==> src/rtl/vfg_pkg.sv <==
package vfg_pkg;
  function automatic int max_of(int a, int b);
    return (a > b) ? a : b;
  endfunction
endpackage

==> src/rtl/vfg_timebase.sv <==
module vfg_timebase #(
  parameter int LINE_CYCLES  = 228,
  parameter int ACTIVE_LINES = 192,
  parameter int LINES_60     = 262,
  parameter int LINES_50     = 313,
  parameter int LINE_W       = 9,
  parameter int CYC_W        = 8
) (
  input  logic              clk,
  input  logic              rst,
  input  logic              mode_50,
  output logic [LINE_W-1:0] line_o,
  output logic [CYC_W-1:0]  cyc_o,
  output logic              in_blank_o,
  output logic              frame_start_o,
  output logic              vbl_edge_o
);
  localparam logic [CYC_W-1:0]  CYC_LAST = CYC_W'(LINE_CYCLES - 1);
  localparam logic [LINE_W-1:0] ACT_LAST = LINE_W'(ACTIVE_LINES - 1);
  localparam logic [LINE_W-1:0] ACT_END  = LINE_W'(ACTIVE_LINES);

  logic [LINE_W-1:0] line_q, last_line;
  logic [CYC_W-1:0]  cyc_q;
  logic              fs_q, eol, wrap;

  assign last_line = mode_50 ? LINE_W'(LINES_50 - 1) : LINE_W'(LINES_60 - 1);
  assign eol       = (cyc_q == CYC_LAST);
  assign wrap      = eol && (line_q >= last_line);

  always_ff @(posedge clk) begin
    if (rst) begin
      cyc_q  <= '0;
      line_q <= '0;
      fs_q   <= 1'b0;
    end else begin
      cyc_q <= eol ? '0 : cyc_q + 1'b1;
      if (eol) line_q <= wrap ? '0 : line_q + 1'b1;
      fs_q <= wrap;
    end
  end

  assign line_o        = line_q;
  assign cyc_o         = cyc_q;
  assign frame_start_o = fs_q;
  assign in_blank_o    = (line_q >= ACT_END);
  assign vbl_edge_o    = eol && (line_q == ACT_LAST);


  cyc_range_chk: assert property (@(posedge clk) disable iff (rst)
    cyc_q <= CYC_LAST);

  line_step_chk: assert property (@(posedge clk) disable iff (rst)
    (eol && !wrap) |=> (line_q == $past(line_q) + 1'b1) && (cyc_q == '0));

  frame_pulse_chk: assert property (@(posedge clk) disable iff (rst)
    fs_q |-> (line_q == '0) && (cyc_q == '0));
endmodule

==> src/rtl/vfg_gate.sv <==
module vfg_gate
  import vfg_pkg::*;
#(
  parameter int GAP_ACTIVE = 28,
  parameter int GAP_STRICT = 22
) (
  input  logic clk,
  input  logic rst,
  input  logic strict,
  input  logic in_blank,
  input  logic wr_valid,
  output logic wr_ready,
  output logic drop_o
);
  localparam int GAP_MAX = max_of(max_of(GAP_ACTIVE, GAP_STRICT), 1);
  localparam int GW      = $clog2(GAP_MAX + 1);
  localparam logic [GW-1:0] SAT = GW'(GAP_MAX);

  logic [GW-1:0] since_q;
  logic          accept;

  always_comb begin
    if (strict) wr_ready = (since_q >= GW'(GAP_STRICT));
    else        wr_ready = in_blank || (since_q >= GW'(GAP_ACTIVE));
  end

  assign accept = wr_valid && wr_ready;
  assign drop_o = wr_valid && !wr_ready;

  always_ff @(posedge clk) begin
    if (rst)              since_q <= SAT;
    else if (accept)      since_q <= GW'(1);
    else if (since_q != SAT) since_q <= since_q + 1'b1;
  end


  blank_open_chk: assert property (@(posedge clk) disable iff (rst)
    (!strict && in_blank) |-> wr_ready);

  generate
    if (GAP_STRICT > 1) begin : g_strict_chk

      strict_gap_chk: assert property (@(posedge clk) disable iff (rst)
        (strict && accept) |=> (!strict || !wr_ready));
    end
    if (GAP_ACTIVE > 1) begin : g_active_chk

      active_gap_chk: assert property (@(posedge clk) disable iff (rst)
        (!strict && accept) |=> (strict || in_blank || !wr_ready));
    end
  endgenerate
endmodule

==> src/rtl/vfg_status.sv <==
module vfg_status #(
  parameter int DROP_W = 16
) (
  input  logic              clk,
  input  logic              rst,
  input  logic              vbl_edge,
  input  logic              stat_rd,
  input  logic              irq_en,
  input  logic              drop,
  input  logic              err_clr,
  output logic [7:0]        stat_data,
  output logic              irq,
  output logic              overrun,
  output logic [DROP_W-1:0] drop_count
);
  localparam logic [DROP_W-1:0] CNT_MAX = '1;

  logic              f_q, ovr_q;
  logic [DROP_W-1:0] cnt_q;

  always_ff @(posedge clk) begin
    if (rst) begin
      f_q   <= 1'b0;
      ovr_q <= 1'b0;
      cnt_q <= '0;
    end else begin
      if (vbl_edge)     f_q <= 1'b1;
      else if (stat_rd) f_q <= 1'b0;
      if (err_clr) begin
        ovr_q <= 1'b0;
        cnt_q <= '0;
      end else if (drop) begin
        ovr_q <= 1'b1;
        if (cnt_q != CNT_MAX) cnt_q <= cnt_q + 1'b1;
      end
    end
  end

  assign stat_data  = {f_q, 7'b0};
  assign irq        = f_q && irq_en;
  assign overrun    = ovr_q;
  assign drop_count = cnt_q;


  f_set_chk: assert property (@(posedge clk) disable iff (rst)
    vbl_edge |=> f_q);

  f_clear_chk: assert property (@(posedge clk) disable iff (rst)
    (stat_rd && !vbl_edge) |=> !f_q);

  ovr_sticky_chk: assert property (@(posedge clk) disable iff (rst)
    (ovr_q && !err_clr) |=> ovr_q);

  cnt_mono_chk: assert property (@(posedge clk) disable iff (rst)
    !err_clr |=> (cnt_q >= $past(cnt_q)));
endmodule

==> src/rtl/vframe_gate.sv <==
module vframe_gate #(
  parameter int LINE_CYCLES  = 228,
  parameter int ACTIVE_LINES = 192,
  parameter int LINES_60     = 262,
  parameter int LINES_50     = 313,
  parameter int GAP_ACTIVE   = 28,
  parameter int GAP_STRICT   = 22,
  parameter int DROP_W       = 16,
  parameter int LINE_W       = 9,
  parameter int CYC_W        = 8
) (
  input  logic              clk,
  input  logic              rst,
  input  logic              mode_50,
  input  logic              strict_gap,
  input  logic              wr_valid,
  output logic              wr_ready,
  input  logic              stat_rd,
  output logic [7:0]        stat_data,
  input  logic              irq_en,
  output logic              irq,
  input  logic              err_clr,
  output logic              overrun,
  output logic [DROP_W-1:0] drop_count,
  output logic [LINE_W-1:0] line,
  output logic [CYC_W-1:0]  cycle,
  output logic              in_blank,
  output logic              frame_start
);
  logic vbl_edge, drop;

  vfg_timebase #(
    .LINE_CYCLES(LINE_CYCLES), .ACTIVE_LINES(ACTIVE_LINES),
    .LINES_60(LINES_60), .LINES_50(LINES_50),
    .LINE_W(LINE_W), .CYC_W(CYC_W)
  ) u_tb (
    .clk(clk), .rst(rst), .mode_50(mode_50),
    .line_o(line), .cyc_o(cycle), .in_blank_o(in_blank),
    .frame_start_o(frame_start), .vbl_edge_o(vbl_edge)
  );

  vfg_gate #(
    .GAP_ACTIVE(GAP_ACTIVE), .GAP_STRICT(GAP_STRICT)
  ) u_gate (
    .clk(clk), .rst(rst), .strict(strict_gap), .in_blank(in_blank),
    .wr_valid(wr_valid), .wr_ready(wr_ready), .drop_o(drop)
  );

  vfg_status #(.DROP_W(DROP_W)) u_stat (
    .clk(clk), .rst(rst), .vbl_edge(vbl_edge), .stat_rd(stat_rd),
    .irq_en(irq_en), .drop(drop), .err_clr(err_clr),
    .stat_data(stat_data), .irq(irq), .overrun(overrun),
    .drop_count(drop_count)
  );


  irq_follow_chk: assert property (@(posedge clk) disable iff (rst)
    irq == (stat_data[7] && irq_en));

  blank_region_chk: assert property (@(posedge clk) disable iff (rst)
    in_blank == (line >= LINE_W'(ACTIVE_LINES)));
endmodule

==> config.mk <==
export PLATFORM = sky130hd
export DESIGN_NAME = vframe_gate
export DESIGN_NICKNAME = d
export VERILOG_FILES = /design/src/rtl/vfg_pkg.sv /design/src/rtl/vfg_timebase.sv /design/src/rtl/vfg_gate.sv /design/src/rtl/vfg_status.sv /design/src/rtl/vframe_gate.sv
export SDC_FILE = /design/constraint.sdc
export NUM_CORES = 1
export LEC_CHECK = 0
export ABC_AREA = 1
export BUFFER_PORTS_ARGS = -buffer_cell sky130_fd_sc_hd__buf_2
export CORE_UTILIZATION = 45
export DETAILED_ROUTE_END_ITERATION = 8
export PLACE_DENSITY = 0.76
export SETUP_SLACK_MARGIN = 0.15
export SLEW_MARGIN = 20
export SYNTH_ARGS = -nofsm -noshare
export SYNTH_HDL_FRONTEND = slang
export SYNTH_SLANG_ARGS = --single-unit
==> constraint.sdc <==
create_clock -name clk -period 1.41 [get_ports clk]
set_input_delay 0.282 -clock clk [delete_from_list [all_inputs] [get_ports clk]]
set_output_delay 0.282 -clock clk [all_outputs]
set_load 0.005 [all_outputs]
==> summary.txt, run 1 <==
Clock period minus worst slack: 1.611 ns
DR WL/cell: 13.40 um
Routed wire length: 7021 um
Status: complete, but fails checks
Synth area leaders: dfxtp_1 35%, nand2_1 14%, nor2_1 7.3%
Die Wd: 74.67 um
Unique cell type count in the Yosys netlist: 34
Async SR Flop Fraction: 0
Clk slew on worst S/H paths: 0.08 ns
Levels on crit path: 8
Initial Util: 0.4652
Share of post-route cells with drive strength above 1: 0.5066
H-tree depth: 2
Hold path cells: 4
R2R depth: 8
Reg area: 869.6 um2
# diodes: 0
Area occupied by multi-input gates: 1727 um2
Area delta synth->final: 59.40%
Crit path kind: flop to flop
Sequential fraction of the synthesis area: 0.3454
I/O Buffers: 46
Commonest non-fill, non-tap cell in the layout: nand2_1
DP Area: 3023 um2
I/O pin total: 54
Final WS setup: -0.2011 ns
Setup-failing EPs final: 27
Most frequent cells in the layout: 66 x nand2_1, 43 x buf_2, 42 x buf_4, 33 x inv_1, 32 x nor2_1
Clock sink count: 41
Ys Warns: 0
Crit path max-delay family: simple AND/OR/NAND/NOR gates
Num CTS Buffers: 5
Peak VDD IR: 0.6352 mV
Number of core rows: 26
Nature of the critical path startpoint: flop
Total track usage: 0.2297
Initial DRC Count: 94
Post-synth top area share: 0.3454
EDFF count, synth: 0
Skew final: 0.006495 ns
RSZ-0062 raised after global routing: true
WP data arrival: 1.84 ns
First-pass GRT wire length: 9660 um
Critical Path Max Stage Delay: 0.37 ns
Fillers: 352
Reg2reg setup slack: -0.20 ns
Final period util: 1.143
Post-DP HPWL: 4283 um
Worst Hold Class: input port to flop
Syn Inst Count: 343
Clock root cell: clkbuf_8
Final Wtd Congestion: 0.9236
Drc violations: 0
Leak: 1.659 nW
Routed Antenna Nets: 0
Number of max-cap violations: 0
Die Area: 5575 um2
CTS tree: done
Hold slack: 0.2300 ns
Via Count: 2601
Synth Register Bits: 41
First-pass DRT Iterations: 4
Final Instance Area: 3787 um2
Total power divided by cell area: 763.6 nW/um2
CP bufs+invs: 0
Critical Path Slowest Stage Cell: dfxtp_4
Setup TNS: -2.740 ns
Core area: 5107 um2
Worst path cell trace: ha_4 > a21oi_1 > nand2_1 > nand2_1 > nand3_2 > o21ai_2 > nand2_2 > nor2_1
Fmax: 620.7 MHz
Nets: 472
Max Slew Vio Count: 0
Die Y: 74.67 um
Worst Setup End Kind: flop
Final Hold Fails: 0
Syn avg cell area: 6.927 um2
Largest area contributor in the netlist: dfxtp_1
Largest net degree at the start of global routing: 14
Failing checks: setup timing
Cell repeated most along the worst path: nand2_1
Worst Path Max Fanout: 7
Cell Area, Synth: 2376 um2
Worst-Skew Late Latency: 0.29 ns
WP data required: 1.64 ns
Vias/cell: 4.964
Number of global-route vias before repair: 2213
Initial antenna violation count: 0
Max clock buf depth: 2
Ys flop type: dfxtp_1
Congestion Overflow GR: 0
==> sequential cells by signal, summed over array words and instances, names as in the netlist <==
register,count
u_tb.cyc_o,8
u_stat.f_q,1
u_stat.drop_count,16
u_gate.since_q,5
u_stat.overrun,1
u_tb.line_o,9
u_tb.frame_start_o,1
==> Yosys cell counts (2+ instances only) <==
| master | count |
|---|---|
| a21oi_1 | 13 |
| a21oi_2 | 6 |
| buf_4 | 8 |
| buf_6 | 2 |
| dfxtp_1 | 41 |
| ha_1 | 11 |
| inv_1 | 39 |
| nand2_1 | 91 |
| nand3_1 | 18 |
| nand3_2 | 2 |
| nand4_1 | 6 |
| nor2_1 | 46 |
| nor2_4 | 2 |
| nor3_1 | 3 |
| o21ai_0 | 11 |
| o21ai_1 | 10 |
| xnor2_1 | 6 |
| xor2_1 | 12 |
==> kinds of logic after synthesis <==
logic type | Yosys count | synth area share
flops | 41 | 0.3454
other cells | 1 | 0.001578
compound gates | 43 | 0.1032
buf+inv | 53 | 0.1032
fa+ha+maj | 11 | 0.05792
simple gates | 176 | 0.3223
xor+xnor | 18 | 0.06635
==> final cells by class <==
cell class              instances  share of cell area
multi-input cells             255              0.4559
flip-flops and latches         41              0.2296
repair buffers                109              0.2137
inverters                      41             0.04229
well taps                      70             0.02313
clock buffers                   5             0.01817
clock inverters                 3             0.01718
==> worst paths after layout <==
path | startpoint | to
setup / recovery | u_tb.line_o[4] | u_tb.line_o[2]
hold / removal | stat_rd | u_stat.f_q
setup reg to reg | u_tb.line_o[4] | u_tb.line_o[2]
hold reg to reg | u_stat.overrun | u_stat.overrun
==> metrics by stage <==
| stage | instances | worst slack, ns | power (mW) | util |
|---|---|---|---|---|
| 5_1_grt | 524 | -0.2805 | 3.012 | 0.7415 |
| 2_1_floorplan | 349 | 0.01794 | 1.488 | - |
| 3_3_place_gp | 498 | -0.1250 | 1.610 | 0.5919 |
| 3_5_place_dp | 498 | -0.2287 | 1.620 | 0.5919 |
| 4_1_cts | 516 | -0.1016 | 2.807 | 0.6830 |
| 6_report | 524 | -0.2011 | 2.892 | 0.7415 |
==> worst reg2reg max path, stage by stage (launching register included) <==
cell	delay [ns]
dfxtp_4	0.37
ha_4	0.24
a21oi_1	0.20
nand2_1	0.12
nand2_1	0.10
nand3_2	0.10
o21ai_2	0.17
nand2_2	0.12
nor2_1	0.13
==> timing repair <==
action / 4_1_cts / 5_1_grt
hold buffers: 0 / 0
gates cloned: 0 / 0
buffers inserted: 10 / 8
setup endpoints to repair: 41 / 44
resized for setup: 72 / 65
pin swaps: 27 / 27
==> metal layers <==
layer,up-vias,global-route usage,share of wire
li1,1298,-,-
met1,1216,0.2754,0.42
met2,70,0.4084,0.52
met3,17,0.04953,0.038
met4,0,0.07338,0.024
met5,-,0,0
==> where the power goes <==
| part | switching [mW] | internal [mW] |
|---|---|---|
| clock network | 0.425 | 0.704 |
| registers | 0.0396 | 1.19 |
| logic | 0.287 | 0.248 |
| total | 0.752 | 2.14 |
(Power assumes the default switching activity.)
==> run 2: changes to the inputs <==
CORE_MARGIN = 10   (was not set)
CTS_BUF_LIST = sky130_fd_sc_hd__clkbuf_2 sky130_fd_sc_hd__clkbuf_4 sky130_fd_sc_hd__clkbuf_8   (was not set)
==> run 2 against run 1 <==
Effect of this change:
- the flow still finishes with violations (setup timing)
- critical endpoint is now u_tb.line_o[3]
- sequential share of layout area fell by 0.65 points
- worst setup slack improved by 0.070 ns
- critical path type unchanged
- final cell count fell by 0.38%
- sequential power barely moved
- highest routed layer unchanged
- clock skew rose by 0.0011 ns
- die area rose by 54%
- routed wire length rose by 4.0%
- combinational power rose by 11%
==> summary.txt, run 2 (synthesis gave the netlist of run 1 again) <==
Status: complete, but fails checks
Failing checks: setup timing
Via Count: 2567 (-1.3%)
Share of post-route cells with drive strength above 1: 0.5310 (+0.02437)
Area delta synth->final: 61.24%
DR WL/cell: 13.98 um (+4.4%)
Peak VDD IR: 0.7591 mV (+20%)
Hold_buf cts: 0 (unchanged)
Setup TNS: -0.9463 ns (+1.794 ns)
Vias/cell: 4.918 (-0.93%)
Crit path kind: flop to flop
Hold slack: 0.2318 ns (+0.001737 ns)
Congestion Overflow GR: 0 (unchanged)
Initial antenna violation count: 0 (unchanged)
DP Area: 3043 um2 (+0.66%)
Sw frac: 0.2644 (+0.004575)
P_sw: 0.7805 mW (+3.9%)
Clock sink count: 41 (unchanged)
Die Wd: 92.67 um (+24%)
Reg2reg setup slack: -0.13 ns (+0.07 ns)
Leak: 1.746 nW (+5.2%)
DRT met1 WL: 3011 um (+3.0%)
Number of flip-flops under the largest register name: 16 (unchanged)
Critical Path Slowest Stage Cell: dfxtp_2
Num CTS Buffers: 5 (unchanged)
Worst path cell trace: ha_4 > or2_0 > o21ai_2 > nand3_4 > o21ai_4 > nand2_4 > nor2_2
Largest net degree at the start of global routing: 14 (unchanged)
Drc violations: 0 (unchanged)
# diodes: 0 (unchanged)
Fillers: 366 (+4.0%)
Initial DRC Count: 107 (+14%)
Total track usage: 0.1485 (-0.08112)
Nature of the critical path startpoint: flop
Number of global-route vias before repair: 2448 (+11%)
Final WS setup: -0.1308 ns (+0.07028 ns)
Final Instance Area: 3831 um2 (+1.2%)
Post-DP HPWL: 4746 um (+11%)
First-pass GRT wire length: 10850 um (+12%)
Clk slew on worst S/H paths: 0.08 ns (about the same)
Die Y: 92.67 um (+24%)
Critical Path Max Stage Delay: 0.35 ns (-0.02 ns)
Final core utilization: 0.7501 (+0.008574)
Reg area: 854.6 um2 (-1.7%)
Met2 wire len: 3752 um (+2.4%)
Max clock buf depth: 2 (unchanged)
First-pass DRT Iterations: 4 (unchanged)
Final period util: 1.093 (-0.04984)
I/O Buffers: 46 (unchanged)
Clock root cell: clkbuf_8
Initial Util: 0.4652 (unchanged)
Worst Path Max Fanout: 7 (unchanged)
Fmax: 649.0 MHz (+4.6%)
Routed wl met3: 419 um (+59%)
Routed wire length: 7299 um (+4.0%)
Max Slew Vio Count: 0 (unchanged)
Clock period minus worst slack: 1.541 ns (-0.07028 ns)
Area occupied by multi-input gates: 1826 um2 (+5.7%)
Worst Setup End Kind: flop
Number of max-cap violations: 0 (unchanged)
Top Layer Used: met4
Commonest non-fill, non-tap cell in the layout: nand2_1
Worst Hold Class: input port to flop
Combinational share of power: 0.202 (+0.017)
Die Area: 8587 um2 (+54%)
Int Pwr: 2.171 mW (+1.4%)
WP data required: 1.63 ns (about the same)
Nets: 470 (-0.42%)
Most frequent cells in the layout: 64 x nand2_1, 47 x buf_4, 44 x buf_2, 31 x inv_1
Setup-failing EPs final: 17 (-37%)
H-tree depth: 2 (unchanged)
Number of core rows: 26 (unchanged)
Skew final: 0.007623 ns (+0.001128 ns)
I/O pin total: 54 (unchanged)
Clk pwr share: 0.379 (-0.011)
Final Wtd Congestion: 0.9204 (-0.35%)
RSZ-0062 raised after global routing: true
Total power divided by cell area: 770.4 nW/um2 (+0.89%)
CTS tree: done
Routed Antenna Nets: 0 (unchanged)
Core area: 5107 um2 (unchanged)
Worst-Skew Late Latency: 0.29 ns (about the same)
Final Hold Fails: 0 (unchanged)
WP data arrival: 1.76 ns (-0.08 ns)
Sequential share of power: 0.419 (-0.006)
run 2: worst max-delay path, delay by kind of cell, from the launching register on:
family,cells,cell delay (ns)
simple gates,4,0.59
compound gates,2,0.38
flops,1,0.35
fa+ha+maj,1,0.15
run 2: per-stage QoR:
step           total power [mW]  setup WS [ns]  cells
2_1_floorplan             1.488        0.01794    349
3_3_place_gp              1.631        -0.1304    499
3_5_place_dp              1.639        -0.2495    499
4_1_cts                   2.827       -0.09847    513
5_1_grt                   3.074        -0.2093    522
6_report                  2.951        -0.1308    522
run 2: what timing repair did:
item / CTS / global route
endpoints found under the setup margin: 38 / 46
gates resized for setup: 65 / 79
setup buffers: 6 / 9
pin swaps: 23 / 37
cloned: 0 / 0
run 2: cell type report:
class | instances | share of cell area
clock buffer | 5 | 0.01796
multi-input combinational | 255 | 0.4765
timing repair buffer | 107 | 0.2012
inverter | 41 | 0.04148
clock inverter | 3 | 0.01698
sequential | 41 | 0.2231
tap | 70 | 0.02286
run 2: metal layers:
| layer | global-route usage | vias to the layer above |
|---|---|---|
| li1 | - | 1294 |
| met1 | 0.1697 | 1196 |
| met2 | 0.2571 | 67 |
| met3 | 0.04762 | 10 |
| met4 | 0.04627 | 0 |
| met5 | 0 | - |
run 2: path summary, 6_finish.rpt:
kind	startpoint	end	cells past startpoint
worst max-delay path	u_tb.line_o[5]	u_tb.line_o[3]	7
worst min register to register	u_stat.overrun	u_stat.overrun	2
worst max register to register	u_tb.line_o[5]	u_tb.line_o[3]	7
worst min-delay path	stat_rd	u_stat.f_q	4
run 2: power groups by stage:
stage / logic, mW / clock network [mW] / registers [mW]
2_1_floorplan: 0.230 / 0 / 1.26
3_3_place_gp: 0.375 / 0 / 1.26
3_5_place_dp: 0.382 / 0 / 1.26
4_1_cts: 0.467 / 1.13 / 1.23
5_1_grt: 0.651 / 1.18 / 1.24
6_report: 0.596 / 1.12 / 1.24
==> run 3: changes to the inputs <==
ABC_AREA = not set   (was 1)
HOLD_SLACK_MARGIN = 0.12   (was not set)
PLACE_DENSITY = 0.77   (was 0.76)
==> run 3 against run 2 <==
Effect of this change:
- the flow still finishes with violations (setup timing)
- final cell count shrank 15%
- register-to-register slack lost 0.31 ns
- worst setup slack lost 0.33 ns
- sequential share of layout area grew 1.4 points
- critical path type is now flop to output pin
==> summary.txt, run 3 <==
# diodes: 0 (unchanged)
Largest net degree at the start of global routing: 16 (+2)
Crit path kind: flop to output pin
DP Area: 3102 um2 (+1.9%)
Routed wire length: 7201 um (-1.3%)
Commonest non-fill, non-tap cell in the layout: buf_4
Status: complete, but fails checks
Setup TNS: -11.78 ns (-10.84 ns)
Final Wtd Congestion: 0.8989 (-2.3%)
Hold Crit Start: stat_rd
Failing checks: setup timing
Max clock buf depth: 2 (unchanged)
Worst Setup End Kind: output pin
R2R depth: 9 (+2)
Clock period minus worst slack: 1.873 ns (+0.3321 ns)
Reg2reg setup slack: -0.44 ns (-0.31 ns)
Final Power: 2.702 mW (-8.4%)
Share of post-route cells with drive strength above 1: 0.5517 (+0.02075)
Clk slew on worst S/H paths: 0.08 ns (about the same)
Critical Path Slowest Stage Cell: dfxtp_2
Fmax: 533.9 MHz (-18%)
Setup-failing EPs final: 41 (+24)
H-tree depth: 2 (unchanged)
Hold path cells: 3 (-1)
Final period util: 1.328 (+0.2355)
Core area: 4723 um2 (-7.5%)
Worst-Skew Late Latency: 0.30 ns (about the same)
Num CTS Buffers: 5 (unchanged)
Worst Path Max Fanout: 2 (-5)
Synth cell count leaders: 41 x dfxtp_1, 22 x nor2_1, 19 x nand3_1
Initial antenna violation count: 0 (unchanged)
I/O Buffers: 46 (unchanged)
Congestion Overflow GR: 0 (unchanged)
Max Slew Vio Count: 0 (unchanged)
Unique cell type count in the Yosys netlist: 46 (+35%)
Die Area: 8049 um2 (-6.3%)
Post-DP HPWL: 4907 um (+3.4%)
First-pass DRT Iterations: 4 (unchanged)
Leak: 1.567 nW (-10%)
Area delta synth->final: 64.07%
RSZ-0062 raised after global routing: true
Final WS setup: -0.4630 ns (-0.3321 ns)
Synth Register Bits: 41 (unchanged)
Vias/cell: 5.381 (+9.4%)
Ys flop type: dfxtp_1
Synth area leaders: dfxtp_1 38%, ha_1 6.3%, xor2_1 4.8%
Cell repeated most along the worst path: buf_6
Worst Hold Class: input port to flop
Number of flip-flops under the largest register name: 16 (unchanged)
Total power divided by cell area: 753.0 nW/um2 (-2.3%)
Worst slack, placed: -0.3755 ns (-0.1261 ns)
Sequential fraction of the synthesis area: 0.3753 (+0.02984)
Cell Area, Synth: 2187 um2 (-8.0%)
Hold_buf cts: 0 (unchanged)
Via Count: 2389 (-6.9%)
Largest area contributor in the netlist: dfxtp_1
Total track usage: 0.1651 (+0.01658)
Number of max-cap violations: 0 (unchanged)
CP bufs+invs: 3 (+3)
Critical register-to-register path startpoint: u_gate.since_q[0]
DR WL/cell: 16.22 um (+16%)
Clock root cell: clkbuf_8
Syn Inst Count: 250 (-27%)
Initial DRC Count: 111 (+3.7%)
WP data required: 1.13 ns (-0.50 ns)
I/O pin total: 54 (unchanged)
Ys Warns: 0 (unchanged)
Hold endpoint: u_stat.f_q
WP data arrival: 1.59 ns (-0.17 ns)
Critical Path Max Stage Delay: 0.34 ns (about the same)
Number of core rows: 25 (-3.8%)
Crit path max-delay family: compound AO/OA/AOI/OAI gates
CTS tree: done
Syn avg cell area: 8.748 um2 (+26%)
Worst path cell trace: inv_2 > ha_4 > o21a_1 > o211ai_2 > o211ai_4 > buf_6 > buf_6
Initial Util: 0.4630 (-0.002167)
Post-synth top area share: 0.3753 (+0.02984)
Routed Antenna Nets: 0 (unchanged)
EDFF count, synth: 0 (unchanged)
Final Hold Fails: 0 (unchanged)
Most frequent cells in the layout: 68 x buf_4, 44 x buf_2, 28 x dfxtp_1, 18 x buf_6, 15 x nor2_1
Peak VDD IR: 0.5133 mV (-32%)
Number of global-route vias before repair: 2423 (-1.0%)
Die Y: 89.72 um (-3.2%)
Most frequent cell after synthesis: dfxtp_1
First-pass GRT wire length: 11480 um (+5.9%)
Clock sink count: 41 (unchanged)
Worst r2r dst: u_stat.drop_count[0]
Final core utilization: 0.7597 (+0.009613)
Final Instance Area: 3588 um2 (-6.3%)
Die Wd: 89.72 um (-3.2%)
Skew final: 0.006975 ns (-0.0006483 ns)
Drc violations: 0 (unchanged)
Nets: 395 (-16%)
Async SR Flop Fraction: 0 (unchanged)
Worst Setup SP: u_gate.since_q[0]
Nature of the critical path startpoint: flop
-- run 3: metal layers --
metal	routed length, um	track usage	vias to the layer above	part of all wire
li1	-	-	1151	-
met1	2916	0.1921	1146	0.40
met2	3749	0.2881	81	0.52
met3	421	0.04156	11	0.058
met4	113	0.05121	0	0.016
met5	0	0	-	0
-- run 3: cell type report --
class	instances	area [um2]
clock buffer	7	96.34
multi-input combinational	191	1574
clock inverter	1	5.005
sequential	41	852.1
tap	67	83.83
timing repair buffer	131	948.4
fill	346	1135
inverter	6	28.78
-- run 3: what timing repair did --
item                       in CTS  in global routing
setup endpoints to repair      44                 46
pin swaps                      28                 11
gates resized for setup        34                 35
buffers inserted               10                  3
-- run 3: power breakdown --
group          switching, mW  internal (mW)
clock network          0.423          0.443
logic                  0.301          0.311
registers             0.0353           1.19
-- run 3: how the worst max path moves through the flow --
stage	slack, ns	depth (start not counted)	to
final	-0.46	7	wr_ready
after global routing	-0.54	8	u_stat.drop_count[9]
after CTS	-0.46	7	wr_ready
after detailed placement	-0.38	7	u_stat.drop_count[13]
after global placement	-0.30	8	u_stat.drop_count[0]
after floorplan	-0.34	8	u_stat.drop_count[13]
-- run 3: cells by family (layout without fill, tap and decap cells) --
group / after synthesis / in the layout / share of synthesized area
AOI/OAI and AO/OA: 44 / 44 / 0.1362
muxes: 4 / 4 / 0.01831
DFF: 41 / 41 / 0.3753
buffers and inverters: 24 / 145 / 0.06007
adders and majority gates: 11 / 11 / 0.06293
and+or+nand+nor: 111 / 111 / 0.2895
xor gates and xnor gates: 14 / 14 / 0.05607
other: 1 / 7 / 0.001715
-- run 3: through the flow --
step,hold WS (ns),std cells
finish,0.2793,444
global route,0.2989,444
CTS,0.2504,441
detailed placement,0.4577,423
global placement,0.4437,423
floorplan,0.4339,256
-- run 3: worst register-to-register path, delay by kind of cell (launching register included) --
family,cells,cell delay [ns]
AOI/OAI and AO/OA,3,0.55
and+or+nand+nor,2,0.38
buffers and inverters,3,0.37
DFF,1,0.34
adders and majority gates,1,0.14
